[config.mk]
export PLATFORM = sky130hd
export DESIGN_NAME = irq_status_unit
export DESIGN_NICKNAME = d
export VERILOG_FILES = /design/src/rtl/irq_status_unit.sv
export SDC_FILE = /design/constraint.sdc
export NUM_CORES = 1
export LEC_CHECK = 0
export BUFFER_PORTS_ARGS = -buffer_cell sky130_fd_sc_hd__buf_2
export CORE_MARGIN = 2
export CORE_UTILIZATION = 40
export DETAILED_ROUTE_END_ITERATION = 12
export PLACE_DENSITY = 0.85
export SYNTH_ARGS = -nofsm -noshare
export SYNTH_HDL_FRONTEND = slang
export SYNTH_SLANG_ARGS = --single-unit
[constraint.sdc]
create_clock -name clk -period 0.9 [get_ports clk]
set_input_delay 0.27 -clock clk [delete_from_list [all_inputs] [get_ports clk]]
set_output_delay 0.27 -clock clk [all_outputs]
set_load 0.01 [all_outputs]
[src/rtl/irq_status_unit.sv]
module irq_status_unit #(
  parameter int NUM_SRC = 5,
  parameter int TXE_BIT = 4,
  parameter int ADDR_W  = 3,
  parameter int DATA_W  = 32
) (
  input  logic               clk,
  input  logic               rst_n,
  input  logic [NUM_SRC-1:0] ev_i,
  input  logic               wr_en,
  input  logic               rd_en,
  input  logic [ADDR_W-1:0]  addr,
  input  logic [NUM_SRC-1:0] wr_data,
  output logic [DATA_W-1:0]  rd_data,
  output logic               irq_o
);
  localparam logic [ADDR_W-1:0] A_MASK  = ADDR_W'(0);
  localparam logic [ADDR_W-1:0] A_MSTAT = ADDR_W'(1);
  localparam logic [ADDR_W-1:0] A_CLR   = ADDR_W'(2);
  localparam logic [ADDR_W-1:0] A_TXCLR = ADDR_W'(3);
  localparam logic [ADDR_W-1:0] A_RAW   = ADDR_W'(4);

  logic [NUM_SRC-1:0] mask_q, raw_q, clr_vec, mstat;
  logic [DATA_W-1:0]  rd_mux;

  wire wr_mask  = wr_en && (addr == A_MASK);
  wire wr_clr   = wr_en && (addr == A_CLR);
  wire wr_txclr = wr_en && (addr == A_TXCLR);

  assign mstat = raw_q & mask_q;

  always_comb begin
    clr_vec = wr_clr ? wr_data : '0;
    if (wr_txclr && wr_data[0]) clr_vec[TXE_BIT] = 1'b1;
  end

  always_comb begin
    case (addr)
      A_MASK:  rd_mux = DATA_W'(mask_q);
      A_MSTAT: rd_mux = DATA_W'(mstat);
      A_RAW:   rd_mux = DATA_W'(raw_q);
      default: rd_mux = '0;
    endcase
  end

  always_ff @(posedge clk or negedge rst_n) begin
    if (!rst_n) begin
      mask_q  <= '0;
      raw_q   <= '0;
      irq_o   <= 1'b0;
      rd_data <= '0;
    end else begin
      raw_q <= (raw_q & ~clr_vec) | ev_i;
      if (wr_mask) mask_q <= wr_data;
      irq_o <= |mstat;
      if (rd_en) rd_data <= rd_mux;
    end
  end

  // a pulsed source is set on the next state, clear or not
  a_r8_event_wins: assert property (@(posedge clk) disable iff (!rst_n)
    (|ev_i) |=> ((raw_q & $past(ev_i)) == $past(ev_i)));

  // written ones clear bits that are not pulsing
  a_r6_clear_takes: assert property (@(posedge clk) disable iff (!rst_n)
    (wr_en && addr == A_CLR) |=> ((raw_q & $past(wr_data & ~ev_i)) == '0));

  // no event and no clear keeps the status
  a_r2_sticky: assert property (@(posedge clk) disable iff (!rst_n)
    (ev_i == '0 && !(wr_en && (addr == A_CLR || addr == A_TXCLR))) |=> $stable(raw_q));

  // mask changes only through its own word
  a_r12_mask_hold: assert property (@(posedge clk) disable iff (!rst_n)
    !(wr_en && addr == A_MASK) |=> $stable(mask_q));

  // interrupt follows the enabled status one cycle later
  a_r9_irq_high: assert property (@(posedge clk) disable iff (!rst_n)
    ((raw_q & mask_q) != '0) |=> irq_o);
  a_r9_irq_low: assert property (@(posedge clk) disable iff (!rst_n)
    ((raw_q & mask_q) == '0) |=> !irq_o);

  // read data holds between reads
  a_r10_rd_hold: assert property (@(posedge clk) disable iff (!rst_n)
    !rd_en |=> $stable(rd_data));
endmodule

==> results of run 1 <==
state kept, by name, summed over array words and instances, names as in the netlist:
register / count
irq_o: 1
mask_q: 5
raw_q: 5
rd_data: 5
per-layer routing:
layer	part of all wire (%)	vias up
li1	-	363
met4	1.5	0
met5	0	-
met3	7.6	4
met1	43	355
met2	47	50
worst min-delay path by stage:
stage	startpoint	to	slack, ns	cells past startpoint
2_1_floorplan	rst_n	irq_o	-0.03	0
3_3_place_gp	rst_n	mask_q[1]	0.19	1
3_5_place_dp	rst_n	raw_q[1]	0.20	1
4_1_cts	ev_i[2]	raw_q[2]	0.15	2
5_1_grt	ev_i[1]	raw_q[1]	0.14	2
6_report	ev_i[3]	raw_q[3]	0.15	2
timing repair:
item / 4_1_cts / 5_1_grt
endpoints found under the hold margin: 16 / 0
setup buffers: 10 / 2
gates resized for setup: 13 / 4
endpoints found under the setup margin: 21 / 18
hold buffers: 1 / 0
pin swaps: 5 / 1
cell type report:
cell class | instances | area (um^2)
fill | 215 | 971
multi-input combinational | 69 | 467
sequential | 16 | 400
timing repair buffer | 45 | 323
clock buffer | 4 | 36.3
tap | 28 | 35.0
inverter | 6 | 22.5
per-stage QoR:
stage / util (%) / setup slack (ns) / area [um^2] / hold WS (ns)
detailed placement: 47.8 / -0.427 / 1080 / 0.202
global placement: 47.8 / -0.397 / 1080 / 0.193
finish: 56.9 / -0.183 / 1280 / 0.152
CTS: 55.4 / -0.185 / 1250 / 0.154
global route: 56.9 / -0.226 / 1280 / 0.141
floorplan: - / -0.226 / 1070 / -0.0256
cell families (layout without fill, tap and decap cells):
group / Yosys count / after routing / share of synthesized area [%]
AND/OR/NAND/NOR: 19 / 19 / 15.4
other: 1 / 27 / 0.387
multiplexers: 6 / 6 / 6.98
flip-flops: 16 / 16 / 41.3
buffers and inverters: 34 / 55 / 23.8
AO/OA/AOI/OAI: 17 / 17 / 12.1
power groups by stage:
stage	sequential, mW	combinational, mW	clock (mW)
2_1_floorplan	0.874	0.288	0
3_3_place_gp	0.865	0.374	0
3_5_place_dp	0.870	0.388	0
4_1_cts	0.856	0.466	0.478
5_1_grt	0.869	0.539	0.545
6_report	0.862	0.487	0.483
cells in the final DEF (no fill, tap or decap), drive strengths merged, types with 4 or more instances in the layout:
| master | instances |
|---|---|
| buf | 44 |
| nand2b | 6 |
| inv | 6 |
| a21o | 5 |
| nand2 | 5 |
| mux2 | 6 |
| a31oi | 5 |
| conb | 27 |
| and3b | 5 |
| clkbuf | 4 |
| dfrtp | 16 |
| o22ai | 5 |
==> impl_metrics.ini, run 1 <==
[clocking]
h-tree-depth = 1
cts_tree = built
clock_path_buffers = 2
cts.sinks = 16
clock-root-buffer = clkbuf_4
cts.reportedPaths.clkPinSlew_ns = 0.10
cts_buffers = 3
clk_latency_ns = 0.29

[floorplanning]
coreArea_um2 = 2250
start_util_pct = 43.0
die_w_um = 53.2
die_y_um = 53.2
ios = 50
rows = 17
die-area_um2 = 2830

[global_routing]
use_met2_pct = 25.9
grt_usage_pct = 15.5
grt_use_met1_pct = 19.7
grt_max_degree = 17
grt-ovfl-total = 0
grt_pass1_vias = 707
top_usage_layer = met2
grt_pass1_wl_um = 3150
antenna_found_initial = 0
gr-usage-met3_pct = 2.54

[worst_setup_path]
crit_type = reg2out
worstSetupStartpointType = register
cp_max_fo = 2
r2r_cells = 2
crit_family = flip-flops
cp.depth = 1
cp.arrival_ns = 0.81
slowest_delay_ns = 0.39
r2r_setup_slack_ns = -0.08
path_buf_inv = 1
setup.worst_path.end_class = output port
crit_path_end = rd_data[3]
cp-startpoint = rd_data[3]
reg2reg_from = raw_q[3]
slowest_stage = dfrtp_1
required_ns = 0.63
crit_chain = buf_2
r2r-end = irq_o

[power_and_ir_drop]
power_frac_seq_pct = 47.1
internal_power_mw = 1.32
power_density_nw_per_um2 = 1430
clkPwrFrac_pct = 26.3
pwr-share-comb_pct = 26.6
vdd_ir_drop_max_mv = 1.07
p_leak_nw = 0.640
p_switching_uw = 514
power.total_mw = 1.83
swShare_pct = 28.0

[placed_design]
port_buffers = 22
post-dp-hpwl_um = 1360
dp_cells = 151
gp_congestion = 0.754

[timing]
layout_min_cycle_time_ns = 1.08
hold_viol_final = 0
tns_ns = -1.65
rsz0062_at_grt = true
finalClockSkew_ns = 0.00231
setup_ws_ns = -0.183
clock.fmax_mhz = 923
maxSlewViolCount = 0
finalSetupViolCount = 17
fin_crit_sh_pct = 120

[routing]
vias = 772
wire_per_inst_um = 11.8
first_pass_iters = 4
drc = 0
ant_nets = 0
drtIter0Drc = 15
finalWirelength_um = 1990
via_per_inst = 4.60

[synth]
synthesis.area_um2 = 968
synth_most_common_cell = buf_4
yosysTopAreaCell = dfrtp_1
yosys-top-cells-count = 27 x buf_4, 16 x dfrtp_1, 6 x inv_1, 6 x mux2_2, 6 x nand2b_1
yosysTopAreaCellShare_pct = 41.3
synth.area.top_cells = dfrtp_1 41%, buf_4 21%, mux2_2 7.0%
post_synth.cell_area_avg_um2 = 10.4
ys_seq_area_share_pct = 41.3
ys_ff_latch = 16
ys_types = 17
syn_inst = 93
async_reset_ff_share_pct = 100
yosys_warnings = 0
ys.flop_type = dfrtp_1
synth-edff-count = 0

[cells_and_area]
num_antenna_cells = 0
final_nets = 158
layout-drive-gt1-share_pct = 45.0
synthToLayoutAreaGrowth_pct = 32.6
layoutNonFillerInstCount = 168

[status]
outcome = finished with violations
violations = negative setup slack

[flow_run]
maxCapViolations = 0

[hold_path]
hold_class = in2reg
Note: power is estimated with default switching activity, not from simulation.
==> inputs of run 2 (changes only) <==
--- a/config.mk
+++ b/config.mk
@@ -10,6 +10,7 @@
 export CORE_UTILIZATION = 40
 export DETAILED_ROUTE_END_ITERATION = 12
 export PLACE_DENSITY = 0.85
+export RECOVER_POWER = 50
 export SYNTH_ARGS = -nofsm -noshare
 export SYNTH_HDL_FRONTEND = slang
 export SYNTH_SLANG_ARGS = --single-unit
==> impl_metrics.ini, run 2 (synthesis results as in run 1) <==
[clocking]
clk_latency_ns = 0.29
clock_path_buffers = 2
cts_buffers = 3
cts_tree = built
clock-root-buffer = clkbuf_4
cts.sinks = 16
cts.reportedPaths.clkPinSlew_ns = 0.10
h-tree-depth = 1

[floorplanning]
start_util_pct = 43.0
coreArea_um2 = 2250
die_w_um = 53.2
ios = 50
rows = 17
die-area_um2 = 2830
die_y_um = 53.2

[cells_and_area]
synthToLayoutAreaGrowth_pct = 32.6
num_antenna_cells = 0
fin_area_um2 = 1280
layoutNonFillerInstCount = 168
layout-drive-gt1-share_pct = 45.0
final_cell_mix = 27 x conb_1, 18 x buf_2, 18 x buf_4
reg.largest.list = mask_q x5, raw_q x5, rd_data x5
layout_commonest_cell = conb_1
final_nets = 158

[timing]
layout_min_cycle_time_ns = 1.08
hold_ws_ns = 0.152
tns_ns = -1.65
finalSetupViolCount = 17
setup_ws_ns = -0.183
finalClockSkew_ns = 0.00231
rsz0062_at_grt = true
hold_viol_final = 0
fin_crit_sh_pct = 120
clock.fmax_mhz = 923
maxSlewViolCount = 0

[status]
violations = negative setup slack
outcome = finished with violations

[power_and_ir_drop]
power_density_nw_per_um2 = 1430
vdd_ir_drop_max_mv = 1.07
p_leak_nw = 0.640

[routing]
finalWirelength_um = 1990
vias = 772
drtIter0Drc = 15
first_pass_iters = 4
drc = 0
wire_per_inst_um = 11.8
ant_nets = 0
via_per_inst = 4.60

[worst_setup_path]
setup.worst_path.end_class = output port
cp_max_fo = 2
slowest_delay_ns = 0.39
crit_chain = buf_2
slowest_stage = dfrtp_1
required_ns = 0.63
crit_type = reg2out
cp.arrival_ns = 0.81
worstSetupStartpointType = register
path_buf_inv = 1
crit_family = flip-flops

[placed_design]
gp_congestion = 0.754
port_buffers = 22
post-dp-hpwl_um = 1360
dp_slack_ns = -0.427
dp_cells = 151
dpl_cell_area_um2 = 1080

[global_routing]
grt_pass1_wl_um = 3150
grt_max_degree = 17
grt_usage_pct = 15.5
grt_pass1_vias = 707
antenna_found_initial = 0
grt-ovfl-total = 0

[flow_run]
maxCapViolations = 0

[hold_path]
hold_class = in2reg
-- run 2: changes by cell type in the layout (fill, tap and decap cells not counted), sizes merged --
| cell | before | now |
|---|---|---|
| buf | 44 | 43 |
| clkbuf | 4 | 5 |
-- run 2: layout make-up --
class                      instances  area, um^2
clock buffer                       4        36.3
sequential                        16         400
timing repair buffer              45         323
inverter                           6        22.5
multi-input combinational         69         467
tap                               28        35.0
fill                             215         971
-- run 2: report_power, final --
group          leakage [nW]  switching, mW  internal, mW
registers             0.180         0.0610         0.801
logic                 0.439          0.216         0.271
clock network        0.0210          0.236         0.246
-- run 2: per-layer routing --
| layer | GRT usage, % | vias to the layer above | routed length (um) |
|---|---|---|---|
| met5 | 0 | - | 0 |
| met4 | 6.41 | 0 | 29 |
| met3 | 2.54 | 4 | 154 |
| met2 | 25.9 | 50 | 942 |
| met1 | 19.7 | 355 | 858 |
| li1 | - | 363 | - |
-- run 2: final timing paths --
check                           start         end  slack [ns]  depth (start not counted)
min reg2reg                rd_data[1]  rd_data[1]        0.53                          2
max in group asynchronous       rst_n  rd_data[0]        0.19                          2
max reg2reg                  raw_q[3]       irq_o       -0.08                          2
min in group asynchronous       rst_n   mask_q[4]        0.43                          2
min                           ev_i[3]    raw_q[3]        0.15                          2
max                        rd_data[3]  rd_data[3]       -0.18                          1
-- run 2: stage by stage --
step | utilization [%] | total power, mW
after floorplan | - | 1.16
after global placement | 47.8 | 1.24
after detailed placement | 47.8 | 1.26
after CTS | 55.4 | 1.80
after global routing | 56.9 | 1.95
final | 56.9 | 1.83
-- run 2: repair_timing --
action,CTS,global route
setup buffers,10,2
hold endpoints to repair,16,0
hold buffers,1,0
gates cloned,0,0
endpoints found under the setup margin,21,18
resized for setup,13,4
pin swaps,5,1
==> inputs of run 3 (changes only) <==
--- a/config.mk
+++ b/config.mk
@@ -9,7 +9,7 @@
 export CORE_MARGIN = 2
 export CORE_UTILIZATION = 40
 export DETAILED_ROUTE_END_ITERATION = 12
-export PLACE_DENSITY = 0.85
+export PLACE_DENSITY = 0.75
 export RECOVER_POWER = 50
 export SYNTH_ARGS = -nofsm -noshare
 export SYNTH_HDL_FRONTEND = slang
==> impl_metrics.ini, run 3 (synthesis results as in run 1) <==
[status]
outcome = finished with violations
violations = negative setup slack

[worst_setup_path]
r2r_setup_slack_ns = -0.08
cp.arrival_ns = 0.81
slowest_stage = dfrtp_1
slowest_delay_ns = 0.38
cp.depth = 1
cp_max_fo = 2
crit_type = reg2out
crit_family = flip-flops
cp-startpoint = rd_data[3]
reg2reg_from = raw_q[4]
worstSetupStartpointType = register
required_ns = 0.63
crit_chain = buf_2
setup.worst_path.end_class = output port
r2r_cells = 3
crit_path_end = rd_data[3]
r2r-end = rd_data[4]
path_buf_inv = 1

[routing]
wire_per_inst_um = 11.1
finalWirelength_um = 1810
drc = 0
drtIter0Drc = 9
vias = 725
via_per_inst = 4.45
first_pass_iters = 4
ant_nets = 0

[timing]
finalSetupViolCount = 17
setup_ws_ns = -0.176
maxSlewViolCount = 0
rsz0062_at_grt = true
layout_min_cycle_time_ns = 1.08
clock.fmax_mhz = 929
tns_ns = -1.50
hold_ws_ns = 0.155
fin_crit_sh_pct = 120
hold_viol_final = 0
finalClockSkew_ns = 0.000437

[flow_run]
maxCapViolations = 0

[floorplanning]
die_y_um = 53.2
die_w_um = 53.2
rows = 17
coreArea_um2 = 2250
start_util_pct = 43.0
ios = 50
die-area_um2 = 2830

[clocking]
clock_path_buffers = 2
cts_tree = built
h-tree-depth = 1
clk_latency_ns = 0.28
cts_buffers = 3
cts.reportedPaths.clkPinSlew_ns = 0.09
clock-root-buffer = clkbuf_4
cts.sinks = 16

[global_routing]
antenna_found_initial = 0
grt_pass1_wl_um = 2860
grt-ovfl-total = 0
grt_max_degree = 17
grt_usage_pct = 14.3
grt_pass1_vias = 639

[cells_and_area]
layout-drive-gt1-share_pct = 41.5
layout_commonest_cell = conb_1
final_cell_mix = 27 x conb_1, 19 x buf_2, 16 x dfrtp_1
final_nets = 153
reg.largest.list = mask_q x5, raw_q x5, rd_data x5
num_antenna_cells = 0
synthToLayoutAreaGrowth_pct = 26.7

[power_and_ir_drop]
power_density_nw_per_um2 = 1460
vdd_ir_drop_max_mv = 0.888
p_leak_nw = 0.612

[placed_design]
port_buffers = 22
gp_congestion = 0.716
post-dp-hpwl_um = 1470

[hold_path]
hold_class = in2reg
-- run 3: worst min-delay path by stage --
stage,start,end,depth (start not counted)
2_1_floorplan,rst_n,irq_o,0
3_3_place_gp,rst_n,raw_q[1],1
3_5_place_dp,rst_n,raw_q[1],1
4_1_cts,ev_i[4],raw_q[4],2
5_1_grt,ev_i[3],raw_q[3],2
6_report,ev_i[4],raw_q[4],2
-- run 3: layout make-up --
type	count	area, um^2
Timing Repair Buffer	40	279
Clock buffer	4	36.3
Fill cell	219	1030
Inverter	6	22.5
Tap cell	28	35.0
Sequential cell	16	400
Multi-Input combinational cell	69	454
-- run 3: metal layers --
metal  share of wire [%]  vias up  GRT usage, %
li1                    -      351             -
met1                  44      328          18.2
met2                  46       44          22.8
met3                 8.9        2          2.82
met4                0.94        0          7.26
met5                   0        -             0
-- run 3: power breakdown --
group | total [mW] | switching (mW) | internal (mW)
clock network | 0.469 | 0.222 | 0.246
registers | 0.858 | 0.0566 | 0.802
logic | 0.468 | 0.212 | 0.256
-- run 3: metrics by stage --
step	cells	power (mW)	setup WS, ns	utilization, %	instance area, um^2
finish	163	1.79	-0.176	54.4	1230
global route	163	1.92	-0.217	54.4	1230
CTS	161	1.81	-0.192	53.4	1200
detailed placement	151	1.27	-0.430	47.8	1080
global placement	151	1.24	-0.395	47.8	1080
floorplan	119	1.16	-0.226	-	1070
-- run 3: repair_timing --
action                                 4_1_cts  5_1_grt
hold buffers                                 1        0
setup endpoints to repair                   21       17
setup buffers                                5        2
pin swaps                                    3        3
resized for setup                           12        2
endpoints found under the hold margin       16        0
